## src/rtl/pfl_pkg.sv

```systemverilog
package pfl_pkg;

  typedef enum logic [1:0] {
    ST_IDLE  = 2'd0,
    ST_ARMED = 2'd1,
    ST_PEND  = 2'd2,
    ST_LOCK  = 2'd3
  } pfl_state_e;

endpackage

```

## src/rtl/pfl_sync2.sv

```systemverilog
// Two-stage synchroniser with a selectable reset level.
module pfl_sync2 #(
  parameter logic RST_VAL = 1'b0
) (
  input  logic clk,
  input  logic rst_n,
  input  logic d,
  output logic q
);

  logic s1_q, s2_q;

  always_ff @(posedge clk or negedge rst_n) begin
    if (!rst_n) begin
      s1_q <= RST_VAL;
      s2_q <= RST_VAL;
    end else begin
      s1_q <= d;
      s2_q <= s1_q;
    end
  end

  assign q = s2_q;

endmodule

```

## src/rtl/pfl_tick_gen.sv

```systemverilog
// Free-running fine tick (every TICK_DIV clocks) and coarse slot tick
// (every SLOT_TICKS fine ticks).
module pfl_tick_gen #(
  parameter int TICK_DIV   = 33,
  parameter int SLOT_TICKS = 32
) (
  input  logic clk,
  input  logic rst_n,
  output logic ms_tick,
  output logic slot_tick
);

  localparam int PW = (TICK_DIV   > 1) ? $clog2(TICK_DIV)   : 1;
  localparam int SW = (SLOT_TICKS > 1) ? $clog2(SLOT_TICKS) : 1;

  logic [PW-1:0] pre_q, pre_d;
  logic [SW-1:0] slot_q, slot_d;
  logic          slot_end;

  assign ms_tick   = (pre_q == PW'(TICK_DIV - 1));
  assign slot_end  = (slot_q == SW'(SLOT_TICKS - 1));
  assign slot_tick = ms_tick && slot_end;

  always_comb begin
    pre_d  = ms_tick ? '0 : pre_q + 1'b1;
    slot_d = slot_q;
    if (ms_tick) begin
      slot_d = slot_end ? '0 : slot_q + 1'b1;
    end
  end

  always_ff @(posedge clk or negedge rst_n) begin
    if (!rst_n) begin
      pre_q  <= '0;
      slot_q <= '0;
    end else begin
      pre_q  <= pre_d;
      slot_q <= slot_d;
    end
  end

endmodule

```

## src/rtl/pfl_delay_qual.sv

```systemverilog
// Qualifies the synchronised power-fail level over the delay window,
// waits for the bus to go idle, and holds the lockout state.
module pfl_delay_qual
  import pfl_pkg::*;
#(
  parameter int DLY_W     = 6,
  parameter int DEF_SLOTS = 2
) (
  input  logic             clk,
  input  logic             rst_n,
  input  logic             pf_ok,
  input  logic             bus_busy,
  input  logic             ms_tick,
  input  logic             slot_tick,
  input  logic [DLY_W-1:0] lock_dly,
  output logic             lockout,
  output logic             pf_event,
  output logic             save_go
);

  pfl_state_e       state_q, state_d;
  logic [DLY_W-1:0] cnt_q, cnt_d;
  logic [DLY_W-1:0] cnt_inc;
  logic [DLY_W-1:0] target;
  logic             prog_mode;
  logic             step;
  logic             hit;
  logic             enter_lock;
  logic             ev_q;

  assign prog_mode = (lock_dly != '0);
  assign target    = prog_mode ? lock_dly : DLY_W'(DEF_SLOTS);
  assign step      = prog_mode ? ms_tick : slot_tick;
  assign cnt_inc   = cnt_q + 1'b1;
  assign hit       = step && (cnt_inc == target);

  always_comb begin
    state_d = state_q;
    cnt_d   = cnt_q;
    unique case (state_q)
      ST_IDLE: begin
        cnt_d = '0;
        if (!pf_ok) state_d = ST_ARMED;
      end
      ST_ARMED: begin
        if (pf_ok) begin
          state_d = ST_IDLE;
        end else if (hit) begin
          state_d = bus_busy ? ST_PEND : ST_LOCK;
        end else if (step) begin
          cnt_d = cnt_inc;
        end
      end
      ST_PEND: begin
        if (pf_ok)          state_d = ST_IDLE;
        else if (!bus_busy) state_d = ST_LOCK;
      end
      ST_LOCK: begin
        if (pf_ok && !bus_busy) state_d = ST_IDLE;
      end
      default: state_d = ST_IDLE;
    endcase
  end

  assign enter_lock = (state_d == ST_LOCK) && (state_q != ST_LOCK);

  always_ff @(posedge clk or negedge rst_n) begin
    if (!rst_n) begin
      state_q <= ST_IDLE;
      cnt_q   <= '0;
      ev_q    <= 1'b0;
    end else begin
      state_q <= state_d;
      cnt_q   <= cnt_d;
      ev_q    <= enter_lock;
    end
  end

  assign lockout  = (state_q == ST_LOCK);
  assign pf_event = ev_q;
  assign save_go  = enter_lock;

endmodule

```

## src/rtl/pfl_time_save.sv

```systemverilog
// Snapshots the live counters on save_go, then writes them out one per cycle.
module pfl_time_save #(
  parameter int NUM_CNT = 8,
  parameter int CNT_W   = 8,
  parameter int IDX_W   = 3
) (
  input  logic                     clk,
  input  logic                     rst_n,
  input  logic                     save_go,
  input  logic [NUM_CNT*CNT_W-1:0] time_i,
  output logic                     save_we,
  output logic [IDX_W-1:0]         save_idx,
  output logic [CNT_W-1:0]         save_data
);

  localparam int TW = NUM_CNT * CNT_W;

  logic [TW-1:0]    snap_q, snap_d;
  logic [IDX_W-1:0] idx_q, idx_d;
  logic             busy_q, busy_d;

  always_comb begin
    snap_d = snap_q;
    idx_d  = idx_q;
    busy_d = busy_q;
    if (save_go) begin
      snap_d = time_i;
      idx_d  = '0;
      busy_d = 1'b1;
    end else if (busy_q) begin
      if (idx_q == IDX_W'(NUM_CNT - 1)) begin
        busy_d = 1'b0;
      end else begin
        idx_d = idx_q + 1'b1;
      end
    end
  end

  always_ff @(posedge clk or negedge rst_n) begin
    if (!rst_n) begin
      snap_q <= '0;
      idx_q  <= '0;
      busy_q <= 1'b0;
    end else begin
      snap_q <= snap_d;
      idx_q  <= idx_d;
      busy_q <= busy_d;
    end
  end

  always_comb begin
    save_data = '0;
    for (int k = 0; k < NUM_CNT; k++) begin
      if (idx_q == IDX_W'(k)) save_data = snap_q[k*CNT_W +: CNT_W];
    end
  end

  assign save_we  = busy_q;
  assign save_idx = idx_q;

endmodule

```

## src/rtl/pfl_lockout_ctrl.sv

```systemverilog
module pfl_lockout_ctrl #(
  parameter int AW         = 5,
  parameter int DLY_W      = 6,
  parameter int TICK_DIV   = 33,
  parameter int SLOT_TICKS = 32,
  parameter int DEF_SLOTS  = 2,
  parameter int NUM_CNT    = 8,
  parameter int CNT_W      = 8,
  parameter int IDX_W      = (NUM_CNT > 1) ? $clog2(NUM_CNT) : 1
) (
  input  logic                     clk,
  input  logic                     rst_n,
  input  logic                     pfail_n,
  input  logic                     cs_n,
  input  logic                     rd_n,
  input  logic                     wr_n,
  input  logic [AW-1:0]            addr,
  input  logic [DLY_W-1:0]         lock_dly,
  input  logic [NUM_CNT*CNT_W-1:0] time_i,
  output logic                     bus_cs_n_o,
  output logic                     bus_rd_n_o,
  output logic                     bus_wr_n_o,
  output logic [AW-1:0]            bus_addr_o,
  output logic                     data_oe,
  output logic                     lockout,
  output logic                     pf_event,
  output logic                     save_we,
  output logic [IDX_W-1:0]         save_idx,
  output logic [CNT_W-1:0]         save_data
);

  logic rst_sync_n;
  logic pf_ok;
  logic ms_tick, slot_tick;
  logic bus_busy;
  logic save_go;

  pfl_sync2 #(.RST_VAL(1'b0)) u_rst_sync (
    .clk(clk), .rst_n(rst_n), .d(1'b1), .q(rst_sync_n)
  );

  pfl_sync2 #(.RST_VAL(1'b1)) u_pf_sync (
    .clk(clk), .rst_n(rst_sync_n), .d(pfail_n), .q(pf_ok)
  );

  pfl_tick_gen #(.TICK_DIV(TICK_DIV), .SLOT_TICKS(SLOT_TICKS)) u_tick (
    .clk(clk), .rst_n(rst_sync_n), .ms_tick(ms_tick), .slot_tick(slot_tick)
  );

  assign bus_busy = !cs_n && (!rd_n || !wr_n);

  pfl_delay_qual #(.DLY_W(DLY_W), .DEF_SLOTS(DEF_SLOTS)) u_qual (
    .clk(clk), .rst_n(rst_sync_n), .pf_ok(pf_ok), .bus_busy(bus_busy),
    .ms_tick(ms_tick), .slot_tick(slot_tick), .lock_dly(lock_dly),
    .lockout(lockout), .pf_event(pf_event), .save_go(save_go)
  );

  pfl_time_save #(.NUM_CNT(NUM_CNT), .CNT_W(CNT_W), .IDX_W(IDX_W)) u_save (
    .clk(clk), .rst_n(rst_sync_n), .save_go(save_go), .time_i(time_i),
    .save_we(save_we), .save_idx(save_idx), .save_data(save_data)
  );

  // Host gating: strobes forced inactive and address parked while locked.
  assign bus_cs_n_o = cs_n | lockout;
  assign bus_rd_n_o = rd_n | lockout;
  assign bus_wr_n_o = wr_n | lockout;
  assign bus_addr_o = lockout ? '0 : addr;
  assign data_oe    = !lockout && pf_ok && !cs_n && !rd_n;

endmodule

```

## config.mk

```make
export PLATFORM = sky130hd
export DESIGN_NAME = pfl_lockout_ctrl
export DESIGN_NICKNAME = d
export VERILOG_FILES = /design/src/rtl/pfl_pkg.sv /design/src/rtl/pfl_sync2.sv /design/src/rtl/pfl_tick_gen.sv /design/src/rtl/pfl_delay_qual.sv /design/src/rtl/pfl_time_save.sv /design/src/rtl/pfl_lockout_ctrl.sv
export SDC_FILE = /design/constraint.sdc
export NUM_CORES = 1
export LEC_CHECK = 0
export ABC_CLOCK_PERIOD_IN_PS = 3420
export BUFFER_PORTS_ARGS = -buffer_cell sky130_fd_sc_hd__buf_2
export CORE_MARGIN = 3
export CORE_UTILIZATION = 40
export CTS_BUF_LIST = sky130_fd_sc_hd__clkbuf_4
export CTS_CLUSTER_DIAMETER = 50
export DETAILED_ROUTE_END_ITERATION = 8
export PLACE_DENSITY = 0.71
export RECOVER_POWER = 100
export SYNTH_ARGS = -nofsm -noshare
export SYNTH_HDL_FRONTEND = slang
export SYNTH_HIERARCHICAL = 1
export SYNTH_SLANG_ARGS = --single-unit
```

## constraint.sdc

```tcl
create_clock -name clk -period 3.42 [get_ports clk]
set_input_delay 0.342 -clock clk [delete_from_list [all_inputs] [get_ports clk]]
set_output_delay 0.342 -clock clk [all_outputs]
set_load 0.02 [all_outputs]
```

==> impl_metrics.tcl, run 1 <==
set metrics [dict create \
    status "finished with violations" \
    failed_checks "capacitance limit, slew limit" \
    clk_pin_slew_worst_paths_ns 0.14 \
    worst_pin_slew_ns 1.88 \
    synth-main-ff-cell "dfrtp_1" \
    timing.final.hold_violations 0 \
    leakagePower_uw 0.00249 \
    met1_length_um 4760 \
    worstSetupEndpoint "save_data[7]" \
    cp-start-kind "flop" \
    clockRootBuffer "clkbuf_4" \
    syn_inst 449 \
    syn_avg_cell_area_sq_um 10.8 \
    cts_buffer_depth 2 \
    r2r_cells 12 \
    fin_tns_setup_ns 0 \
    ys_types 65 \
    timing.rr.start "u_tick/pre_q[0]$_DFF_PN0_" \
    final_cell_count_no_fill 691 \
    die_area_sq_um 13500 \
    max_freq_mhz 316 \
    highest_layer "met5" \
    fin_skew_ns 0.0235 \
    post-dp-hpwl_um 8370 \
    grt_pass1_wl_um 18200 \
    min_period_ns 3.17 \
    io_buffers 103 \
    dp_cells 673 \
    synth_async_sr_flop_share_pct 100 \
    peakVddDrop_v 0.000251 \
    cts.sinks 92 \
    netlist_area_sq_um 4850 \
    synth_top_family_by_area "compound AO/OA/AOI/OAI gates" \
    routedWlPerCell_um 16.5 \
    synth_compound_area_share_pct 14.9 \
    synth_top_area_cell "dfrtp_1" \
    slew_violations 91 \
    dr.pass1.iters 5 \
    initial_core_util_pct 41.7 \
    gp_congestion 0.839 \
    finalSetupViolations 0 \
    cp_slowest_cell "ha_1" \
    clkLatencyLatePin_ns 0.45 \
    slowest_delay_ns 0.59 \
    cp_max_fo 20 \
    antenna_found_initial 1 \
    drt_wl_total_um 11400 \
    worst_ep_required_time_ns 3.08 \
    cts_tree "built" \
    grt_max_degree 91 \
    drt-initial-drc-count 221 \
    io_pins 104 \
    drive_gt1_share_pct 34.5 \
    cts_made_buffers 9 \
    post_cts_buffers 0 \
    htreeDepth 3 \
    critPathCaptureType "output pin" \
    yosysTopAreaCellShare_pct 46.5 \
    whs_ns 0.105 \
    synth_area_leaders "dfrtp_1 (46%), mux2_2 (13%), ha_1 (3.1%)" \
    yosysSeqAreaShare_pct 47.6 \
    final_cell_mix "dfrtp_1 (89), buf_2 (84), mux2_2 (57)" \
    relSlewSlack_pct -25.5 \
    rows 39 \
    die_h_um 116 \
    vias 3766 \
    arrival_ns 2.82 \
    yosys.area_share.simple_pct 14.6 \
    holdCritStartpoint "time_i[62]" \
    grt.total_usage_pct 17.2 \
    synth_edf_count 0 \
    syn2layout_area_growth_pct 13.7 \
    preCtsSetupSlack_ns 0.534 \
    drc_errors 0 \
    chipWidth_um 116 \
    rsz0062_at_grt "no" \
    viasPerCell 5.45 \
    wl_met3_um 627 \
    wl_met2_um 5820 \
    grt_pass1_vias 3723 \
    crit_type "reg -> out" \
    worst_hold_path_type "in -> reg" \
    r2r-end "u_save/snap_q[55]$_DFFE_PN0P_" \
    diodes 0 \
    layout.nets 636 \
    grt_overflow 0 \
    crit_chain "ha_1 > ha_1 > nand2_1 > a221oi_1 > nor2_1 > a21oi_1 > clkbuf_1" \
    finalWorstSetupSlack_ns 0.254 \
    ant_nets 0 \
    cp-startpoint "u_save/save_idx[0]$_DFFE_PN0P_" \
    coreArea_sq_um 11600 \
    ys_warn_count 6 \
    timing.final.crit_share_pct 92.6 \
    ys_ff_latch 92 \
    cpMostUsedCell "ha_1" \
    powerDensity_nw_per_um2 558 \
    synth_fa_ha_area_share_pct 3.10 \
    synthMuxAreaShare_pct 13.3 \
    synth-xor-area-share_pct 1.27 \
    final_common_cell "dfrtp_1" \
    r2r_slack_ns 0.33 \
    syn-num-nets 542 \
    maxCapViolations 1 \
]
## state kept, by name, indices dropped and copies added, names as in the netlist
register	cells
u_qual/cnt_q	6
u_save/snap_q	64
u_rst_sync/q	1
u_tick/slot_q	5
u_rst_sync/s1_q	1
u_qual/pf_event	1
u_pf_sync/q	1
u_qual/state_q	2
u_save/save_we	1
u_save/save_idx	3
u_tick/pre_q	6
u_pf_sync/s1_q	1
## final cells by class
cell class,count,area (sq um)
Clock inverter,5,28.8
Sequential cell,92,2310
Fill cell,1106,6100
Timing Repair Buffer,111,569
Clock buffer,11,82.6
Multi-Input combinational cell,307,2260
Inverter,22,82.6
Tap cell,143,179
## worst max-delay path, delay by kind of cell (launching register included)
kind                       cells  cell delay, ns
and+or+nand+nor                2            0.30
AOI/OAI and AO/OA              2            0.54
DFF                            1            0.46
buffers and inverters          1            0.26
adders and majority gates      2            0.81
## power breakdown
part           switching (uW)  internal [uW]  leakage [uW]
combinational             827            495       0.00129
clock                     354            162     0.0000619
sequential               72.4           1160       0.00114
## worst min-delay path by stage
stage / endpoint / slack, ns / cells past startpoint
after floorplan: u_rst_sync/q$_DFF_PN0_ / 0.05 / 0
after global placement: u_rst_sync/s1_q$_DFF_PN0_ / 0.13 / 1
after detailed placement: u_rst_sync/s1_q$_DFF_PN0_ / 0.13 / 1
after CTS: u_save/snap_q[62]$_DFFE_PN0P_ / 0.06 / 3
after global routing: u_save/snap_q[56]$_DFFE_PN0P_ / 0.07 / 2
final: u_save/snap_q[62]$_DFFE_PN0P_ / 0.11 / 3
## kinds of logic (layout without fill, tap and decap cells)
group,after synthesis,in the layout
DFF,92,92
AOI/OAI and AO/OA,104,104
muxes,57,57
xor gates and xnor gates,7,7
other,1,1
and+or+nand+nor,126,126
adders and majority gates,12,12
buffers and inverters,50,149
## repair_timing
item                                   4_1_cts  5_1_grt
resized for setup                            0        0
endpoints found under the hold margin        3        0
hold buffers                                 2        0
## synthesized netlist by cell type (3+ instances only)
| master | instances |
|---|---|
| o31ai_1 | 3 |
| nand3_1 | 16 |
| ha_1 | 12 |
| buf_4 | 3 |
| and2b_2 | 5 |
| nand2_1 | 39 |
| a221oi_1 | 4 |
| nor2_1 | 17 |
| a21oi_1 | 19 |
| o311ai_0 | 4 |
| o22ai_1 | 6 |
| buf_2 | 13 |
| inv_1 | 20 |
| a211o_1 | 4 |
| a211oi_1 | 4 |
| a31oi_1 | 4 |
| o21ai_0 | 27 |
| o2111ai_1 | 5 |
| a221oi_2 | 4 |
| nand2_2 | 3 |
| o211ai_1 | 4 |
| clkbuf_1 | 7 |
| buf_6 | 5 |
| nand2b_1 | 6 |
| dfrtp_1 | 90 |
| nor2b_1 | 9 |
| mux2_2 | 56 |
| xnor2_1 | 7 |
| or2_2 | 4 |
## metal layers
layer / vias to the layer above / global-route usage, %
li1: 1807 / -
met3: 14 / 4.54
met2: 100 / 30.0
met4: 2 / 4.64
met1: 1843 / 21.2
met5: - / 0
## per-stage QoR
stage	power (uW)	instance area, sq um	util, %
floorplan	2200	4850	-
global placement	2570	5440	46.9
detailed placement	2590	5440	46.9
CTS	3120	5570	48.0
global route	3290	5510	47.4
finish	3070	5510	47.4
(Power assumes the default switching activity.)
==> inputs of run 2 (changes only) <==
--- a/config.mk
+++ b/config.mk
@@ -16,5 +16,4 @@
 export RECOVER_POWER = 100
 export SYNTH_ARGS = -nofsm -noshare
 export SYNTH_HDL_FRONTEND = slang
-export SYNTH_HIERARCHICAL = 1
 export SYNTH_SLANG_ARGS = --single-unit
==> run 2 against run 1 <==
Net effect: the flow still finishes with violations (capacitance limit, slew limit); non-clock buffer count decreased by 1; sequential power decreased by 6%; critical endpoint is now save_data[2]; wire length decreased by 1.3%.
==> impl_metrics.tcl, run 2 <==
set metrics [dict create \
    rsz0062_at_grt "no" \
    wl_met2_um 5350 \
    dpl_cell_area_sq_um 5440 \
    grt_overflow 0 \
    drc_errors 0 \
    synth_top_cells_by_count "dfrtp_1 (90), mux2_2 (51), a21oi_1 (44)" \
    yosysTopAreaCellShare_pct 46.8 \
    failed_checks "capacitance limit, slew limit" \
    fin_tns_setup_ns 0 \
    min_period_ns 3.16 \
    vias 3722 \
    leakagePower_uw 0.00274 \
    cts_made_buffers 9 \
    synth.most_common_cell "dfrtp_1" \
    preCtsSetupSlack_ns 0.550 \
    post_cts_buffers 0 \
    die_h_um 116 \
    worst_pin_slew_ns 1.58 \
    grt_pass1_vias 3620 \
    drt-initial-drc-count 230 \
    met1_length_um 5000 \
    cts_tree "built" \
    top_register "u_save.snap_q" \
    syn_inst 442 \
    clockRootBuffer "clkbuf_4" \
    timing.final.hold_violations 0 \
    yosysSeqAreaShare_pct 47.8 \
    peakVddDrop_v 0.000198 \
    clkLatencyLatePin_ns 0.46 \
    io_buffers 103 \
    dr.pass1.iters 4 \
    synth_async_sr_flop_share_pct 100 \
    synth_edf_count 0 \
    relSlewSlack_pct -5.08 \
    finalSetupViolations 0 \
    syn-num-nets 534 \
    largest_reg_flops 64 \
    fillers 1106 \
    clk_pin_slew_worst_paths_ns 0.14 \
    final_cell_mix "dfrtp_1 (88), buf_2 (85), mux2_2 (51)" \
    ys_types 48 \
    fin_skew_ns 0.0157 \
    cp_max_fo 16 \
    slew_violations 73 \
    cp-start-kind "flop" \
    routedWlPerCell_um 16.4 \
    synth-main-ff-cell "dfrtp_1" \
    ant_nets 0 \
    initial_core_util_pct 41.5 \
    grt_max_degree 73 \
    final_common_cell "dfrtp_1" \
    p_switching_uw 986 \
    crit_type "reg -> out" \
    diodes 0 \
    chipWidth_um 116 \
    timing.final.crit_share_pct 92.5 \
    cp_slowest_cell "dfrtp_1" \
    internal_power_uw 1790 \
    finalWorstSetupSlack_ns 0.258 \
    powerDensity_nw_per_um2 500 \
    syn2layout_area_growth_pct 15.4 \
    status "finished with violations" \
    p_comb_share_pct 30.9 \
    rows 39 \
    worst_hold_path_type "in -> reg" \
    synth_area_leaders "dfrtp_1 (47%), mux2_2 (12%), mux2_4 (5.0%)" \
    cts_buffer_depth 2 \
    highest_layer "met4" \
    top_regs "u_save.snap_q: 64 flops, u_qual.cnt_q: 6 flops, u_tick.pre_q: 6 flops" \
    critPathCaptureType "output pin" \
    syn_avg_cell_area_sq_um 10.9 \
    grt.total_usage_pct 16.9 \
    ys_ff_latch 92 \
    whs_ns 0.0809 \
    netlist_area_sq_um 4820 \
    wl_met3_um 696 \
    p_seq_share_pct 41.9 \
    slowest_delay_ns 0.44 \
    switching_share_pct 35.5 \
    post-dp-hpwl_um 8160 \
    synth_top_area_cell "dfrtp_1" \
    coreArea_sq_um 11600 \
    crit_chain "inv_1 > ha_2 > buf_4 > nand3b_1 > a21oi_1 > a21oi_1 > o22ai_1 > a221oi_1 > a21oi_1 > clkbuf_2" \
    gp_congestion 0.864 \
    io_pins 104 \
    maxCapViolations 1 \
    max_freq_mhz 316 \
    antenna_found_initial 0 \
    drive_gt1_share_pct 31.9 \
    die_area_sq_um 13400 \
    final_area_sq_um 5560 \
    ys_warn_count 0 \
    worst_ep_required_time_ns 3.08 \
    cts.sinks 92 \
    htreeDepth 3 \
    arrival_ns 2.82 \
    layout.nets 630 \
    drt_wl_total_um 11200 \
    viasPerCell 5.43 \
    clkPwrFrac_pct 27.2 \
    cpMostUsedCell "a21oi_1" \
    grt_pass1_wl_um 17700 \
]
[run 2: kinds of logic (layout without fill, tap and decap cells)]
group                    after synthesis  in the layout  share of synthesized area (%)
AO/OA/AOI/OAI                         98             98                           13.6
XOR/XNOR                               9              9                           1.64
adder cells (fa/ha/maj)               11             11                           2.86
buffers and inverters                 42            143                           3.90
flip-flops                            92             92                           47.8
multiplexers                          69             69                           17.3
other                                  1              1                         0.0778
AND/OR/NAND/NOR                      120            120                           12.7
[run 2: through the flow]
step,power (uW),utilization [%],cells
after global routing,2940,47.9,686
after detailed placement,2050,46.8,668
final,2780,47.9,686
after floorplan,1760,-,442
after global placement,2050,46.8,668
after CTS,2820,48.6,686
[run 2: layer usage]
layer / vias up / track usage, %
met2: 113 / 27.4
li1: 1773 / -
met4: 0 / 4.95
met1: 1817 / 22.4
met3: 19 / 4.44
met5: - / 0
[run 2: path summary, 6_finish.rpt]
check                                               start                            end  slack (ns)  cells after the start
max                        u_save.save_idx[1]$_DFFE_PN0P_                   save_data[2]        0.26                     10
min in group asynchronous                           rst_n         u_rst_sync.q$_DFF_PN0_        0.18                      2
min                                            time_i[45]  u_save.snap_q[45]$_DFFE_PN0P_        0.08                      2
min reg2reg                      u_pf_sync.s1_q$_DFF_PN1_          u_pf_sync.q$_DFF_PN1_        0.37                      0
max in group asynchronous          u_rst_sync.q$_DFF_PN0_  u_save.snap_q[25]$_DFFE_PN0P_        1.14                      1
max reg2reg                     u_tick.pre_q[0]$_DFF_PN0_  u_save.snap_q[37]$_DFFE_PN0P_        0.30                      8
[run 2: final cells by class]
| type | instances | area, sq um | share of cell area (%) |
|---|---|---|---|
| repair buffers | 110 | 546 | 9.81 |
| clock inverters | 7 | 123 | 2.21 |
| clock buffers | 9 | 67.6 | 1.22 |
| flip-flops and latches | 92 | 2310 | 41.5 |
| well taps | 143 | 179 | 3.22 |
| inverters | 17 | 63.8 | 1.15 |
| multi-input cells | 308 | 2270 | 40.9 |
[run 2: power by group through the flow]
stage          Combinational [uW]  Clock [uW]  Sequential, uW
6_report                      860         756            1160
5_1_grt                       945         824            1170
4_1_cts                       872         783            1160
3_5_place_dp                  868           0            1190
3_3_place_gp                  861           0            1180
2_1_floorplan                 579           0            1180
[run 2: timing repair]
| item | CTS | global route |
|---|---|---|
| hold buffers | 2 | 0 |
| gates resized for setup | 0 | 4 |
| endpoints found under the setup margin | 0 | 7 |
| hold endpoints to repair | 3 | 0 |
[run 2: critical path: cells and delay by family (launching register included)]
| family | cells | cell delay (ns) |
|---|---|---|
| buffers and inverters | 3 | 0.56 |
| AOI/OAI and AO/OA | 5 | 0.91 |
| adders and majority gates | 1 | 0.34 |
| DFF | 1 | 0.44 |
| and+or+nand+nor | 1 | 0.12 |
==> inputs of run 3 (changes only) <==
--- a/config.mk
+++ b/config.mk
@@ -14,6 +14,8 @@
 export DETAILED_ROUTE_END_ITERATION = 8
 export PLACE_DENSITY = 0.71
 export RECOVER_POWER = 100
+export REMOVE_ABC_BUFFERS = 1
 export SYNTH_ARGS = -nofsm -noshare
 export SYNTH_HDL_FRONTEND = slang
 export SYNTH_SLANG_ARGS = --single-unit
+export TNS_END_PERCENT = 50
==> run 3 against run 2 <==
Net effect: via count down 2.0%; critical path type unchanged; flip-flop and latch count unchanged; largest cell class unchanged; maximum frequency up 1.8%; the run still ends with capacitance limit, slew limit left; first-iteration DRC count up 1.3%; clock power down 31%; sequential power about the same; sequential share of layout area up 0.56 points; cell count down 0.15%; highest routed layer unchanged; count of clock-buffer cells in the layout up 1.
==> impl_metrics.tcl, run 3 (same netlist as run 2, synthesis figures left out) <==
set metrics [dict create \
    status "finished with violations" \
    failed_checks "capacitance limit, slew limit" \
    timing.final.hold_violations 0 \
    chipWidth_um 116 \
    die_area_sq_um 13400 \
    drt-initial-drc-count 233 \
    syn2layout_area_growth_pct 13.8 \
    p_switching_uw 962 \
    critPathCaptureType "output pin" \
    top_regs "u_save.snap_q: 64 flops, u_qual.cnt_q: 6 flops, u_tick.pre_q: 6 flops" \
    leakagePower_uw 0.00272 \
    internal_power_uw 1580 \
    final_cell_mix "dfrtp_1 (89), buf_2 (83), mux2_2 (51)" \
    finalSetupViolations 0 \
    r2r_cells 8 \
    gp_congestion 0.840 \
    path_buf_inv 3 \
    layout.nets 630 \
    worst_ep_required_time_ns 3.08 \
    cp_max_fo 15 \
    rsz0062_at_grt "no" \
    crit_chain "inv_1 > ha_1 > buf_4 > nand2_1 > a21oi_1 > a21oi_1 > o22ai_1 > a221oi_1 > a21oi_1 > clkbuf_1" \
    crit_type "reg -> out" \
    top_register "u_save.snap_q" \
    relSlewSlack_pct -28.5 \
    cp-start-kind "flop" \
    cp_slowest_cell "ha_1" \
    fin_skew_ns 0.0295 \
    drt_wl_total_um 10900 \
    dr.pass1.iters 4 \
    io_buffers 103 \
    worst_hold_path_type "in -> reg" \
    final_util_pct 47.2 \
    cpMostUsedCell "a21oi_1" \
    vias 3648 \
    io_pins 104 \
    final_area_sq_um 5480 \
    switching_share_pct 37.8 \
    grt_pass1_wl_um 17300 \
    htreeDepth 3 \
    drc_errors 0 \
    cts_tree "built" \
    viasPerCell 5.33 \
    holdPathStages 2 \
    p_seq_share_pct 45.3 \
    clkLatencyLatePin_ns 0.45 \
    coreArea_sq_um 11600 \
    cts_buffer_depth 2 \
    cts.sinks 92 \
    grt_max_degree 91 \
    whs_ns 0.0953 \
    initial_core_util_pct 41.5 \
    post-dp-hpwl_um 7750 \
    clk_pin_slew_worst_paths_ns 0.14 \
    slew_violations 91 \
    grt_overflow 0 \
    post_cts_resized 0 \
    cts_made_buffers 9 \
    timing.final.crit_share_pct 90.8 \
    powerDensity_nw_per_um2 464 \
    cp_top_family "compound AO/OA/AOI/OAI gates" \
    grt_pass1_vias 3654 \
    largest_reg_flops 64 \
    rows 39 \
    min_period_ns 3.11 \
    slowest_delay_ns 0.46 \
    peakVddDrop_v 0.000177 \
    dpl_cell_area_sq_um 5450 \
    clkPwrFrac_pct 20.5 \
    diodes 0 \
    routedWlPerCell_um 15.9 \
    max_freq_mhz 322 \
    antenna_found_initial 0 \
    maxCapViolations 1 \
    p_comb_share_pct 34.2 \
    worst_pin_slew_ns 1.93 \
    die_h_um 116 \
    fin_tns_setup_ns 0 \
    total_power_uw 2540 \
    arrival_ns 2.76 \
    grt.total_usage_pct 16.2 \
    crit_cells 10 \
    ant_nets 0 \
    clockRootBuffer "clkbuf_4" \
    drive_gt1_share_pct 31.0 \
    final_common_cell "dfrtp_1" \
]
run 3: changes by cell type in the layout (fill, tap and decap cells not counted):
cell,before,now
and2_1,5,6
clkinv_2,0,1
buf_6,0,1
buf_2,85,83
ha_1,8,11
buf_4,2,4
and2_0,2,1
bufinv_16,3,0
ha_2,3,0
dfrtp_1,88,89
dfrtp_2,2,1
run 3: worst paths after layout:
kind                                                start                             to  slack (ns)
hold reg to reg                 u_rst_sync.s1_q$_DFF_PN0_         u_rst_sync.q$_DFF_PN0_        0.36
setup / recovery           u_save.save_idx[1]$_DFFE_PN0P_                   save_data[1]        0.31
min in group asynchronous                           rst_n         u_rst_sync.q$_DFF_PN0_        0.19
hold / removal                                 time_i[45]  u_save.snap_q[45]$_DFFE_PN0P_         0.1
max in group asynchronous          u_rst_sync.q$_DFF_PN0_    u_qual.cnt_q[2]$_DFFE_PN0P_        1.44
setup reg to reg                u_tick.pre_q[0]$_DFF_PN0_  u_save.snap_q[38]$_DFFE_PN0P_        0.40
run 3: worst reg2reg max path, cell delays in order, from the launching register on:
cell	delay [ns]
dfrtp_1	0.43
inv_1	0.07
ha_1	0.13
nor4b_1	0.52
nand2_1	0.39
a2111oi_4	0.58
a21oi_4	0.10
buf_6	0.30
mux2_1	0.42
run 3: layout make-up:
| cell class | count | area, sq um |
|---|---|---|
| multi-input cells | 308 | 2270 |
| clock inverters | 5 | 37.5 |
| repair buffers | 110 | 554 |
| inverters | 17 | 63.8 |
| well taps | 143 | 179 |
| fillers | 1108 | 6130 |
| flip-flops and latches | 92 | 2310 |
| clock buffers | 10 | 75.1 |
run 3: layer usage:
layer | vias to the layer above | part of all wire (%) | track usage [%]
li1 | 1767 | - | -
met1 | 1797 | 43 | 20.0
met2 | 80 | 49 | 28.0
met3 | 4 | 7.0 | 5.69
met4 | 0 | 0.25 | 2.32
met5 | - | 0 | 0
run 3: what timing repair did:
item | in CTS | in global routing
buffers inserted | 0 | 0
endpoints found under the hold margin | 3 | 0
hold buffers | 2 | 0
run 3: through the flow:
| step | std cells | worst slack, ns |
|---|---|---|
| 2_1_floorplan | 417 | -0.690 |
| 3_3_place_gp | 668 | 0.793 |
| 3_5_place_dp | 668 | 0.713 |
| 4_1_cts | 685 | 0.278 |
| 5_1_grt | 685 | 0.0768 |
| 6_report | 685 | 0.313 |
run 3: power groups by stage:
stage / registers [uW] / logic (uW) / clock network, uW
finish: 1150 / 870 / 521
global route: 1160 / 963 / 587
CTS: 1150 / 895 / 553
detailed placement: 1170 / 890 / 0
global placement: 1170 / 875 / 0
floorplan: 1190 / 550 / 0
